<file path="src/rtl/intr_pkg.sv">
package intr_pkg;

    typedef enum logic [1:0] {
        RT_SAVE   = 2'd0,
        RT_WRITE  = 2'd1,
        RT_VECTOR = 2'd2,
        RT_IDLE   = 2'd3
    } irq_step_e;

endpackage

</file>
<file path="src/rtl/intr_io.sv">
module intr_io #(
    parameter int DW = 16,
    parameter int CW = 8
) (
    input  logic          clk,
    input  logic          rst_n,
    input  logic          dev_in_stb,
    input  logic [CW-1:0] dev_in_char,
    input  logic          dev_out_done,
    input  logic          cmd_inp,
    input  logic          cmd_out,
    input  logic [DW-1:0] ac_i,
    output logic          fgi,
    output logic          fgo,
    output logic          ac_lo_we,
    output logic [CW-1:0] ac_lo_wdata,
    output logic [CW-1:0] out_char,
    output logic          out_stb
);

    typedef struct packed {
        logic          in_rdy;
        logic          out_rdy;
        logic [CW-1:0] in_buf;
        logic [CW-1:0] out_buf;
        logic          out_new;
    } io_state_t;

    io_state_t s_d, s_q;

    always_comb begin
        s_d         = s_q;
        s_d.out_new = 1'b0;
        // taking a character clears the flag; a fresh arrival wins
        if (cmd_inp) begin
            s_d.in_rdy = 1'b0;
        end
        if (dev_in_stb) begin
            s_d.in_buf = dev_in_char;
            s_d.in_rdy = 1'b1;
        end
        // device done sets the flag; a new OUT clears it and wins
        if (dev_out_done) begin
            s_d.out_rdy = 1'b1;
        end
        if (cmd_out) begin
            s_d.out_buf = ac_i[CW-1:0];
            s_d.out_rdy = 1'b0;
            s_d.out_new = 1'b1;
        end
    end

    always_ff @(posedge clk) begin
        if (!rst_n) begin
            s_q <= '0;
        end else begin
            s_q <= s_d;
        end
    end

    assign fgi         = s_q.in_rdy;
    assign fgo         = s_q.out_rdy;
    assign ac_lo_we    = cmd_inp;
    assign ac_lo_wdata = s_q.in_buf;
    assign out_char    = s_q.out_buf;
    assign out_stb     = s_q.out_new;

endmodule

</file>
<file path="src/rtl/intr_seq.sv">
module intr_seq
    import intr_pkg::*;
#(
    parameter int AW  = 12,
    parameter int DW  = 16,
    parameter int SCW = 4
) (
    input  logic           clk,
    input  logic           rst_n,
    input  logic [SCW-1:0] sc_step,
    input  logic [AW-1:0]  pc_i,
    input  logic           fgi,
    input  logic           fgo,
    input  logic           cmd_ion,
    input  logic           cmd_iof,
    input  logic           cmd_ski,
    input  logic           cmd_sko,
    output logic           pc_we,
    output logic [AW-1:0]  pc_wdata,
    output logic           mem_we,
    output logic [AW-1:0]  mem_addr,
    output logic [DW-1:0]  mem_wdata,
    output logic           sc_clr,
    output logic           ien,
    output logic           pend
);

    localparam logic [SCW-1:0] FETCH_LAST = SCW'(2);
    localparam logic [AW-1:0]  SAVE_ADDR  = '0;

    typedef struct packed {
        logic          ien;
        logic          pend;
        logic [AW-1:0] ar;
        logic [AW-1:0] tr;
    } seq_state_t;

    seq_state_t s_d, s_q;
    irq_step_e  rt;

    always_comb begin
        if (s_q.pend && (sc_step <= FETCH_LAST)) begin
            rt = irq_step_e'(sc_step[1:0]);
        end else begin
            rt = RT_IDLE;
        end
    end

    always_comb begin
        s_d      = s_q;
        pc_we    = 1'b0;
        pc_wdata = pc_i;
        mem_we   = 1'b0;
        sc_clr   = 1'b0;
        if (s_q.pend) begin
            case (rt)
                RT_SAVE: begin
                    s_d.ar = SAVE_ADDR;
                    s_d.tr = pc_i;
                end
                RT_WRITE: begin
                    mem_we   = 1'b1;
                    pc_we    = 1'b1;
                    pc_wdata = '0;
                end
                RT_VECTOR: begin
                    pc_we    = 1'b1;
                    pc_wdata = pc_i + AW'(1);
                    s_d.ien  = 1'b0;
                    s_d.pend = 1'b0;
                    sc_clr   = 1'b1;
                end
                default: ;
            endcase
        end else begin
            if ((sc_step > FETCH_LAST) && s_q.ien && (fgi || fgo)) begin
                s_d.pend = 1'b1;
            end
            if ((cmd_ski && fgi) || (cmd_sko && fgo)) begin
                pc_we    = 1'b1;
                pc_wdata = pc_i + AW'(1);
            end
            if (cmd_ion) begin
                s_d.ien = 1'b1;
            end
            if (cmd_iof) begin
                s_d.ien = 1'b0;
            end
        end
    end

    always_ff @(posedge clk) begin
        if (!rst_n) begin
            s_q <= '0;
        end else begin
            s_q <= s_d;
        end
    end

    assign mem_addr  = s_q.ar;
    assign mem_wdata = {{(DW-AW){1'b0}}, s_q.tr};
    assign ien       = s_q.ien;
    assign pend      = s_q.pend;

endmodule

</file>
<file path="src/rtl/intr_ctl.sv">
module intr_ctl #(
    parameter int AW  = 12,
    parameter int DW  = 16,
    parameter int CW  = 8,
    parameter int SCW = 4
) (
    input  logic           clk,
    input  logic           rst_n,
    input  logic [SCW-1:0] sc_step,
    input  logic [AW-1:0]  pc_i,
    output logic           pc_we,
    output logic [AW-1:0]  pc_wdata,
    output logic           mem_we,
    output logic [AW-1:0]  mem_addr,
    output logic [DW-1:0]  mem_wdata,
    output logic           sc_clr,
    output logic           intr_cycle,
    input  logic           dev_in_stb,
    input  logic [CW-1:0]  dev_in_char,
    input  logic           dev_out_done,
    output logic [CW-1:0]  out_char,
    output logic           out_stb,
    input  logic           cmd_ion,
    input  logic           cmd_iof,
    input  logic           cmd_inp,
    input  logic           cmd_out,
    input  logic           cmd_ski,
    input  logic           cmd_sko,
    input  logic [DW-1:0]  ac_i,
    output logic           ac_lo_we,
    output logic [CW-1:0]  ac_lo_wdata
);

    logic fgi_w;
    logic fgo_w;
    logic ien_w;

    intr_io #(.DW(DW), .CW(CW)) u_io (
        .clk          (clk),
        .rst_n        (rst_n),
        .dev_in_stb   (dev_in_stb),
        .dev_in_char  (dev_in_char),
        .dev_out_done (dev_out_done),
        .cmd_inp      (cmd_inp),
        .cmd_out      (cmd_out),
        .ac_i         (ac_i),
        .fgi          (fgi_w),
        .fgo          (fgo_w),
        .ac_lo_we     (ac_lo_we),
        .ac_lo_wdata  (ac_lo_wdata),
        .out_char     (out_char),
        .out_stb      (out_stb)
    );

    intr_seq #(.AW(AW), .DW(DW), .SCW(SCW)) u_seq (
        .clk       (clk),
        .rst_n     (rst_n),
        .sc_step   (sc_step),
        .pc_i      (pc_i),
        .fgi       (fgi_w),
        .fgo       (fgo_w),
        .cmd_ion   (cmd_ion),
        .cmd_iof   (cmd_iof),
        .cmd_ski   (cmd_ski),
        .cmd_sko   (cmd_sko),
        .pc_we     (pc_we),
        .pc_wdata  (pc_wdata),
        .mem_we    (mem_we),
        .mem_addr  (mem_addr),
        .mem_wdata (mem_wdata),
        .sc_clr    (sc_clr),
        .ien       (ien_w),
        .pend      (intr_cycle)
    );

endmodule

</file>
<file path="config.mk">
export PLATFORM = sky130hd
export DESIGN_NAME = intr_ctl
export DESIGN_NICKNAME = d
export VERILOG_FILES = /design/src/rtl/intr_pkg.sv /design/src/rtl/intr_io.sv /design/src/rtl/intr_seq.sv /design/src/rtl/intr_ctl.sv
export SDC_FILE = /design/constraint.sdc
export NUM_CORES = 1
export LEC_CHECK = 0
export ABC_AREA = 0
export BUFFER_PORTS_ARGS = -buffer_cell sky130_fd_sc_hd__buf_4
export CAP_MARGIN = 15
export CORE_MARGIN = 2
export CORE_UTILIZATION = 35
export DETAILED_ROUTE_END_ITERATION = 12
export GPL_ROUTABILITY_DRIVEN = 0
export GPL_TIMING_DRIVEN = 1
export PLACE_DENSITY = 0.67
export SLEW_MARGIN = 20
export SYNTH_ARGS = -nofsm -noshare
export SYNTH_HDL_FRONTEND = slang
export SYNTH_SLANG_ARGS = --single-unit
</file>
<file path="constraint.sdc">
create_clock -name clk -period 4.5 [get_ports clk]
set_clock_uncertainty 0.05 [all_clocks]
set_input_delay 1.125 -clock clk [delete_from_list [all_inputs] [get_ports clk]]
set_output_delay 1.125 -clock clk [all_outputs]
set_load 0.02 [all_outputs]
</file>
==> summary.txt, run 1 <==
Setup Crit Path Kind - input pin to primary output
PD cells - 273 nW/um^2
Peak VDD IR - 0.169 mV
CTS Buf Count - 5
Synth top area share - 35.6%
Post-DRT Antenna Nets - 0
die width - 76.8 um
Synth Area in XOR/XNOR - 1.42%
hold depth - 2
vias per std cell - 4.57
total power - 0.695 mW
Hold Startpoint - u_seq.ien
RR Startpoint - u_seq.pend
routed len/inst - 12.7 um
Worst Setup Start Kind - input pin
critical path arrival - 2.77 ns
Reg area - 661 sq um
Mapped Area - 1860 sq um
mux cell area share after synthesis - 16.3%
filler cell count - 509
final setup vio count - 0
dpl hpwl - 3450 um
Rows - 26
buffer and inverter count on the worst path - 2
Clock transition at path regs - 0.06 ns
Peak Freq - 0.253 GHz
status - finished clean
M1 WL - 2030 um
final worst-path cycle share - 87.7%
worst path cell trace - buf_4 -> or4b_4 -> mux2i_4 -> o21ai_0 -> a31oi_1 -> buf_4
CP endpoint kind - primary output
synthesis warning total - 0
fin nets - 337
Multi-input gate area - 1040 sq um
largest cells by area after synthesis - dfxtp_1 36%, mux2i_1 15%, nor2b_1 9.8%
vias in the first global route - 1524
worst hold endpoint - u_seq.ien
sequential-to-total area share from yosys stat - 35.6%
cts-stage hold buffer count - 0
top_reg_cell synth - dfxtp_1
Reg-to-Reg End - u_seq.mem_wdata[7]
Hold Crit Class - flip-flop to flip-flop
DR WL met3 - 381 um
complex-gate fraction of the synthesized area - 12.9%
Ant. Diodes - 0
All-Layer GR Usage - 15.7%
commonest cells after routing, fill and taps aside - 87 x buf_4, 33 x dfxtp_1, 29 x nor2b_1
Skew-Pair Late Insertion Delay - 0.28 ns
final hold vios - 0
Setup Buffers After CTS - 0
via count - 1628
R2R depth - 4
core box area - 5110 sq um
DRT iter0 DRCs - 43
post-cts sizing count - 0
Yosys top cell by area - dfxtp_1
layout cells sized above 1 - 35.0%
static leakage - 1.14 nW
Post-synth EDFFs - 0
initial antenna violation count - 0
Tmin final - 3.95 ns
Worst path slowest cell - or4b_4
Slew Limit Fails - 0
largest net degree at the start of global routing - 34
Synth Area per Inst - 9.06 sq um
final WL - 4520 um
Initial Util - 36.4%
I/O pin total - 112
Synth cell types - 41
GRT overflow - 0
worst endpoint required time - 3.32 ns
port bufs - 87
synthesized instance count - 205
most common cell after layout, fill and taps aside - buf_4
Post-Synth Adder-Cell Area - 0.674%
CTS H-tree depth - 2
max-cap violation count - 0
worst-path fanout max - 13
die area - 5900 sq um
Sink Count - 33
DR top layer - met4
reg2reg setup slack - 2.72 ns
main combinational cell family by area after synthesis - simple AND/OR/NAND/NOR gates
Most Frequent Cell on Critical Path - buf_4
CTS tree - done
Synth Area in Simple Gates - 21.6%
Clock Tree Buf Depth - 2
DRT Pass-1 Iters - 4
Largest delay share family, worst path - simple AND/OR/NAND/NOR gates
area grow syn2layout - 36.9%
Seq cells post-synth - 33
clk root buf - clkbuf_8
Critical Path Max Stage Delay - 0.59 ns
Sum Neg Setup Slack - 0 ns
ys async rst share - 0%
wire length on met2 - 2060 um
first-pass GRT wire length - 7470 um
Residual DRC - 0
RSZ-0062 raised after global routing - no
die height - 76.8 um
-- power by group --
part / switching (mW) / total (mW) / internal (mW) / leakage [nW]
sequential: 0.00723 / 0.311 / 0.303 / 0.270
combinational: 0.0902 / 0.165 / 0.0750 / 0.827
clock: 0.0978 / 0.219 / 0.121 / 0.0443
-- sequential cells by signal, indices dropped and copies added, names as in the netlist --
signal and flops:
u_seq.mem_wdata 12, u_io.ac_lo_wdata 8, u_io.out_char 8, u_io.fgi 1
u_io.fgo 1, u_io.out_stb 1, u_seq.ien 1, u_seq.pend 1
-- worst min-delay path, cell delays in order, from the launching register on --
cell and delay, ns:
dfxtp_1 0.31, nand2b_1 0.06, a21boi_0 0.06
-- cell families (layout without fill, tap and decap cells) --
family                   count (synthesis)  in the layout
flip-flops                              33             33
buffers and inverters                   31             97
other                                    1             16
XOR/XNOR                                 3              3
AO/OA/AOI/OAI                           35             35
multiplexers                            29             29
AND/OR/NAND/NOR                         72             72
adder cells (fa/ha/maj)                  1              1
-- layer usage --
layer,vias to the layer above,global-route usage (%)
met5,-,0
met4,0,5.27
met3,6,6.00
met2,67,24.5
met1,710,19.8
li1,845,-
-- per-stage QoR --
stage | hold slack (ns) | cell area (sq um) | setup WS [ns] | std cells | utilization, %
6_report | 0.434 | 2540 | 0.554 | 356 | 49.8
5_1_grt | 0.464 | 2540 | 0.404 | 356 | 49.8
4_1_cts | 0.440 | 2540 | 0.549 | 356 | 49.8
3_5_place_dp | 0.429 | 2450 | 0.552 | 349 | 48.1
3_3_place_gp | 0.424 | 2450 | 0.569 | 349 | 48.1
2_1_floorplan | 0.404 | 1910 | 0.826 | 220 | -
-- how the worst max path moves through the flow --
| stage | start | to | slack [ns] | depth (start not counted) |
|---|---|---|---|---|
| final | sc_step[0] | pc_wdata[6] | 0.55 | 6 |
| after global routing | sc_step[0] | pc_wdata[6] | 0.40 | 6 |
| after CTS | sc_step[0] | pc_wdata[6] | 0.55 | 6 |
| after detailed placement | sc_step[0] | pc_wdata[6] | 0.55 | 6 |
| after global placement | sc_step[0] | pc_wdata[4] | 0.57 | 6 |
| after floorplan | sc_step[0] | pc_wdata[2] | 0.83 | 4 |
-- area by class of cell --
| type | instances | area share, % |
|---|---|---|
| Multi-Input combinational cell | 156 | 41.0 |
| Sequential cell | 33 | 26.0 |
| Timing Repair Buffer | 87 | 25.7 |
| Tap cell | 70 | 3.45 |
| Clock buffer | 7 | 3.40 |
| Inverter | 3 | 0.443 |
-- cell usage after synthesis (2+ instances only) --
master,number
xor2_1,3
a21oi_1,14
buf_6,3
nand2_1,12
mux2i_1,28
nand4_1,2
dfxtp_1,33
clkbuf_1,6
nor3_1,4
nor2b_1,29
nand3_1,4
a311oi_1,4
a31oi_1,2
nor2_1,11
a22o_1,3
buf_4,19
o21a_1,2
inv_1,3
(Power assumes the default switching activity.)
==> inputs of run 2 (changes only) <==
--- a/config.mk
+++ b/config.mk
@@ -10,6 +10,7 @@
 export CAP_MARGIN = 15
 export CORE_MARGIN = 2
 export CORE_UTILIZATION = 35
+export CTS_BUF_LIST = sky130_fd_sc_hd__clkbuf_8 sky130_fd_sc_hd__clkbuf_16
 export DETAILED_ROUTE_END_ITERATION = 12
 export GPL_ROUTABILITY_DRIVEN = 0
 export GPL_TIMING_DRIVEN = 1
==> run 2 against run 1 <==
  * Count of clock-buffer cells in the layout is 1 lower
  * Sequential share of layout area stayed put
  * Hold slack hardly changed
  * Setup slack stayed put
  * Wire length hardly changed
  * Cell area stayed put
  * Sequential cell count stayed put
  * First-iteration DRC count stayed put
  * Combinational power hardly changed
  * Largest cell class unchanged
  * Non-clock buffer count stayed put
  * Sequential power hardly changed
  * Clock power hardly changed
==> summary.txt, run 2 (synthesized netlist as in run 1, its figures left out) <==
All-Layer GR Usage - 15.7% (unchanged)
buffer and inverter count on the worst path - 2 (unchanged)
Residual DRC - 0 (unchanged)
Initial Util - 36.4% (unchanged)
CTS Buf Count - 5 (unchanged)
GR met1 Demand/Resource - 19.8% (unchanged)
Tmin final - 3.95 ns (unchanged)
final worst-path cycle share - 87.7% (unchanged)
first-pass GRT wire length - 7470 um (unchanged)
most common cell after layout, fill and taps aside - buf_4
dpl hpwl - 3450 um (unchanged)
Peak Freq - 0.253 GHz (unchanged)
met3 usage - 6.00% (unchanged)
post-cts sizing count - 0 (unchanged)
worst-path fanout max - 13 (unchanged)
final hold vios - 0 (unchanged)
Hold Crit Class - flip-flop to flip-flop
Peak VDD IR - 0.169 mV (about the same)
Rows - 26 (unchanged)
die width - 76.8 um (unchanged)
GR Util met2 - 24.5% (unchanged)
worst path cell trace - buf_4 -> or4b_4 -> mux2i_4 -> o21ai_0 -> a31oi_1 -> buf_4
cts-stage hold buffer count - 0 (unchanged)
die height - 76.8 um (unchanged)
die area - 5900 sq um (unchanged)
PD cells - 272 nW/um^2 (-0.34%)
layout cells sized above 1 - 35.0% (unchanged)
CTS H-tree depth - 2 (unchanged)
Sink Count - 33 (unchanged)
via count - 1628 (unchanged)
Clock Tree Buf Depth - 2 (unchanged)
area grow syn2layout - 36.9% (unchanged)
Most Frequent Cell on Critical Path - buf_4
Setup Crit Path Kind - input pin to primary output
Worst path slowest cell - or4b_4
Post-DRT Antenna Nets - 0 (unchanged)
critical path arrival - 2.77 ns (about the same)
port bufs - 87 (unchanged)
max reg flops - 12 (unchanged)
initial antenna violation count - 0 (unchanged)
Slew Limit Fails - 0 (unchanged)
max-cap violation count - 0 (unchanged)
Placed Area - 2450 sq um (unchanged)
clk root buf - clkbuf_8
routed len/inst - 12.7 um (about the same)
Critical Path Max Stage Delay - 0.59 ns (about the same)
Sum Neg Setup Slack - 0 ns (unchanged)
DRT Pass-1 Iters - 4 (unchanged)
vias in the first global route - 1524 (unchanged)
vias per std cell - 4.57 (unchanged)
GRT Max-Usage Layer - met2
worst endpoint required time - 3.32 ns (about the same)
Setup Buffers After CTS - 0 (unchanged)
CTS tree - done
largest net degree at the start of global routing - 34 (unchanged)
static leakage - 1.15 nW (+0.36%)
Ant. Diodes - 0 (unchanged)
GRT overflow - 0 (unchanged)
I/O pin total - 112 (unchanged)
Skew-Pair Late Insertion Delay - 0.28 ns (about the same)
Worst Setup Start Kind - input pin
final setup vio count - 0 (unchanged)
RSZ-0062 raised after global routing - no
Design Area, Final - 2540 sq um (unchanged)
CP endpoint kind - primary output
filler cell count - 509 (unchanged)
Clock transition at path regs - 0.06 ns (about the same)
commonest cells after routing, fill and taps aside - 87 x buf_4, 33 x dfxtp_1, 29 x nor2b_1
core box area - 5110 sq um (unchanged)
DRT iter0 DRCs - 43 (unchanged)
fin nets - 337 (unchanged)
status - finished clean
final WL - 4520 um (about the same)
Largest delay share family, worst path - simple AND/OR/NAND/NOR gates
## run 2: cell types whose count changed in the layout (fill, tap and decap cells not counted)
| cell | before | now |
|---|---|---|
| clkbuf_1 | 1 | 0 |
| inv_1 | 3 | 4 |
## run 2: per-stage QoR
step	setup slack (ns)	hold WS (ns)	utilization, %	total power [mW]	std cells
6_report	0.554	0.434	49.8	0.692	356
5_1_grt	0.404	0.464	49.8	0.733	356
4_1_cts	0.549	0.440	49.8	0.703	356
3_5_place_dp	0.552	0.429	48.1	0.483	349
3_3_place_gp	0.569	0.424	48.1	0.481	349
2_1_floorplan	0.826	0.404	-	0.422	220
## run 2: final cells by class
class / count / area [sq um] / area share [%]
Inverter: 3 / 11.3 / 0.443
Multi-Input combinational cell: 156 / 1040 / 41.0
Tap cell: 70 / 87.6 / 3.45
Timing Repair Buffer: 87 / 653 / 25.7
Clock buffer: 6 / 82.6 / 3.25
Sequential cell: 33 / 661 / 26.0
Clock inverter: 1 / 3.75 / 0.148
## run 2: path summary, 6_finish.rpt
kind | from | endpoint | slack, ns | depth (start not counted)
hold reg to reg | u_seq.ien | u_seq.ien | 0.43 | 2
setup reg to reg | u_seq.pend | u_seq.mem_wdata[7] | 2.72 | 4
setup / recovery | sc_step[0] | pc_wdata[6] | 0.55 | 6
hold / removal | u_seq.ien | u_seq.ien | 0.43 | 2
## run 2: worst min-delay path, delay by kind of cell (launching register included)
family | cells | cell delay [ns]
flops | 1 | 0.31
simple gates | 1 | 0.06
compound gates | 1 | 0.06
## run 2: report_power, final
group | total (mW) | internal [mW] | leakage (nW) | switching [mW]
clock | 0.217 | 0.119 | 0.0485 | 0.0978
combinational | 0.165 | 0.0750 | 0.827 | 0.0902
sequential | 0.311 | 0.303 | 0.270 | 0.00723
## run 2: metal layers
layer,vias to the layer above,part of all wire [%],wire (um)
li1,845,-,-
met1,710,45,2030
met2,67,46,2060
met3,6,8.4,381
met4,0,1.1,50
met5,-,0,0
==> inputs of run 3 (changes only) <==
--- a/config.mk
+++ b/config.mk
@@ -8,7 +8,6 @@
 export ABC_AREA = 0
 export BUFFER_PORTS_ARGS = -buffer_cell sky130_fd_sc_hd__buf_4
 export CAP_MARGIN = 15
-export CORE_MARGIN = 2
 export CORE_UTILIZATION = 35
 export CTS_BUF_LIST = sky130_fd_sc_hd__clkbuf_8 sky130_fd_sc_hd__clkbuf_16
 export DETAILED_ROUTE_END_ITERATION = 12
==> run 3 against run 2 <==
  * First-iteration DRC count increased by 72%
  * Sequential share of layout area is 0.30 points lower
  * Count of clock-buffer cells in the layout unchanged
  * Wire length down 3.4%
  * Hold slack worse by 0.0024 ns
  * Clock power rose by 30%
  * Highest routed layer unchanged
  * Cell area increased by 1.2%
  * Critical path type unchanged
  * Sequential cell count is the same
  * Setup slack improved by 0.0063 ns
==> summary.txt, run 3 (synthesized netlist as in run 1, its figures left out) <==
final worst-path cycle share - 87.6% (-0.14 points)
logic gate share of total power - 21.7% (-2.2 points)
CP endpoint kind - primary output
most common cell after layout, fill and taps aside - buf_4
DRT Pass-1 Iters - 4 (unchanged)
Peak Freq - 0.254 GHz (+0.16%)
status - finished clean
Rows - 26 (unchanged)
final hold vios - 0 (unchanged)
CTS H-tree depth - 2 (unchanged)
All-Layer GR Usage - 15.5% (-0.21 points)
worst-path fanout max - 13 (unchanged)
commonest cells after routing, fill and taps aside - 87 x buf_4, 33 x dfxtp_1, 29 x nor2b_1
first-pass GRT wire length - 6540 um (-12%)
GRT overflow - 0 (unchanged)
I/O pin total - 112 (unchanged)
layout cells sized above 1 - 35.2% (+0.23 points)
Initial Util - 36.4% (unchanged)
routed len/inst - 12.2 um (-3.7%)
vias per std cell - 4.68 (+2.4%)
Peak VDD IR - 0.281 mV (+67%)
Hold Crit Class - flip-flop to flip-flop
port bufs - 87 (unchanged)
critical path arrival - 2.77 ns (about the same)
Clock Tree Buf Depth - 2 (unchanged)
Ant. Diodes - 0 (unchanged)
max-cap violation count - 0 (unchanged)
CTS Buf Count - 5 (unchanged)
Sink Count - 33 (unchanged)
max reg flops - 12 (unchanged)
DRT iter0 DRCs - 74 (+72%)
Reg area - 661 sq um (unchanged)
post-cts sizing count - 0 (unchanged)
vias in the first global route - 1396 (-8.4%)
CTS tree - done
Tmin final - 3.94 ns (-0.00634 ns)
largest net degree at the start of global routing - 34 (unchanged)
RSZ-0062 raised after global routing - no
worst hold slack - 0.431 ns (-0.00235 ns)
clock share of power - 37.3% (+6.0 points)
Residual DRC - 0 (unchanged)
filler cell count - 521 (+2.4%)
internal power - 0.556 mW (+12%)
Net Switching - 0.202 mW (+3.6%)
final WL - 4360 um (-3.4%)
die height - 74.8 um (-2.6%)
die area - 5600 sq um (-5.1%)
static leakage - 1.16 nW (+1.2%)
Setup Crit Path Kind - input pin to primary output
Worst Setup Start Kind - input pin
via count - 1671 (+2.6%)
Setup Buffers After CTS - 0 (unchanged)
Slew Limit Fails - 0 (unchanged)
post-layout util - 50.3% (+0.59 points)
reg2reg setup slack - 2.68 ns (-0.04 ns)
final setup vio count - 0 (unchanged)
clk root buf - clkbuf_8
Skew-Pair Late Insertion Delay - 0.28 ns (about the same)
fin nets - 337 (unchanged)
die width - 74.8 um (-2.6%)
cts-stage hold buffer count - 0 (unchanged)
Net Sw Frac - 26.7% (-1.5 points)
Post-DRT Antenna Nets - 0 (unchanged)
area grow syn2layout - 38.5%
dpl hpwl - 3310 um (-4.0%)
Sum Neg Setup Slack - 0 ns (unchanged)
Multi-input gate area - 1040 sq um (unchanged)
initial antenna violation count - 0 (unchanged)
Flop pwr share - 40.9% (-4.0 points)
PD cells - 295 nW/um^2 (+8.3%)
worst endpoint required time - 3.32 ns (about the same)
core box area - 5110 sq um (unchanged)
Clock transition at path regs - 0.07 ns (about the same)
run 3: cell types whose count changed in the layout (fill, tap and decap cells not counted), sizes merged:
cell    change
bufinv      +1
run 3: worst max-delay path, stage by stage:
cell	delay (ns)
buf_4	0.14
or4b_4	0.59
mux2i_4	0.38
o21ai_0	0.17
a31oi_1	0.20
buf_4	0.16
run 3: layer usage:
layer | GRT usage, % | share of wire [%] | routed length, um
met4 | 5.45 | 1.4 | 61
met5 | 0 | 0 | 0
met2 | 23.0 | 44 | 1910
met1 | 21.3 | 47 | 2050
met3 | 4.55 | 8.0 | 347
run 3: power groups by stage:
stage	clock (mW)	combinational, mW	sequential [mW]
floorplan	0	0.0948	0.327
global placement	0	0.164	0.317
detailed placement	0	0.165	0.317
CTS	0.295	0.165	0.311
global route	0.309	0.179	0.312
finish	0.283	0.165	0.311
run 3: path summary, 6_finish.rpt:
path	from	end	cells past startpoint
worst min register to register	u_seq.ien	u_seq.ien	2
worst max register to register	u_seq.pend	u_seq.mem_wdata[8]	4
worst max-delay path	sc_step[0]	pc_wdata[6]	6
worst min-delay path	u_seq.ien	u_seq.ien	2
run 3: metrics by stage:
stage | instances | area, sq um | worst slack [ns] | power (mW)
floorplan | 220 | 1910 | 0.826 | 0.422
global placement | 349 | 2450 | 0.571 | 0.481
detailed placement | 349 | 2450 | 0.562 | 0.482
CTS | 357 | 2570 | 0.569 | 0.771
global route | 357 | 2570 | 0.462 | 0.800
finish | 357 | 2570 | 0.560 | 0.759
run 3: final cells by class:
class                   instances  area share [%]
clock inverters                 2            1.31
repair buffers                 87            25.4
inverters                       3           0.438
clock buffers                   6            3.21
flip-flops and latches         33            25.7
multi-input cells             156            40.5
well taps                      70            3.41
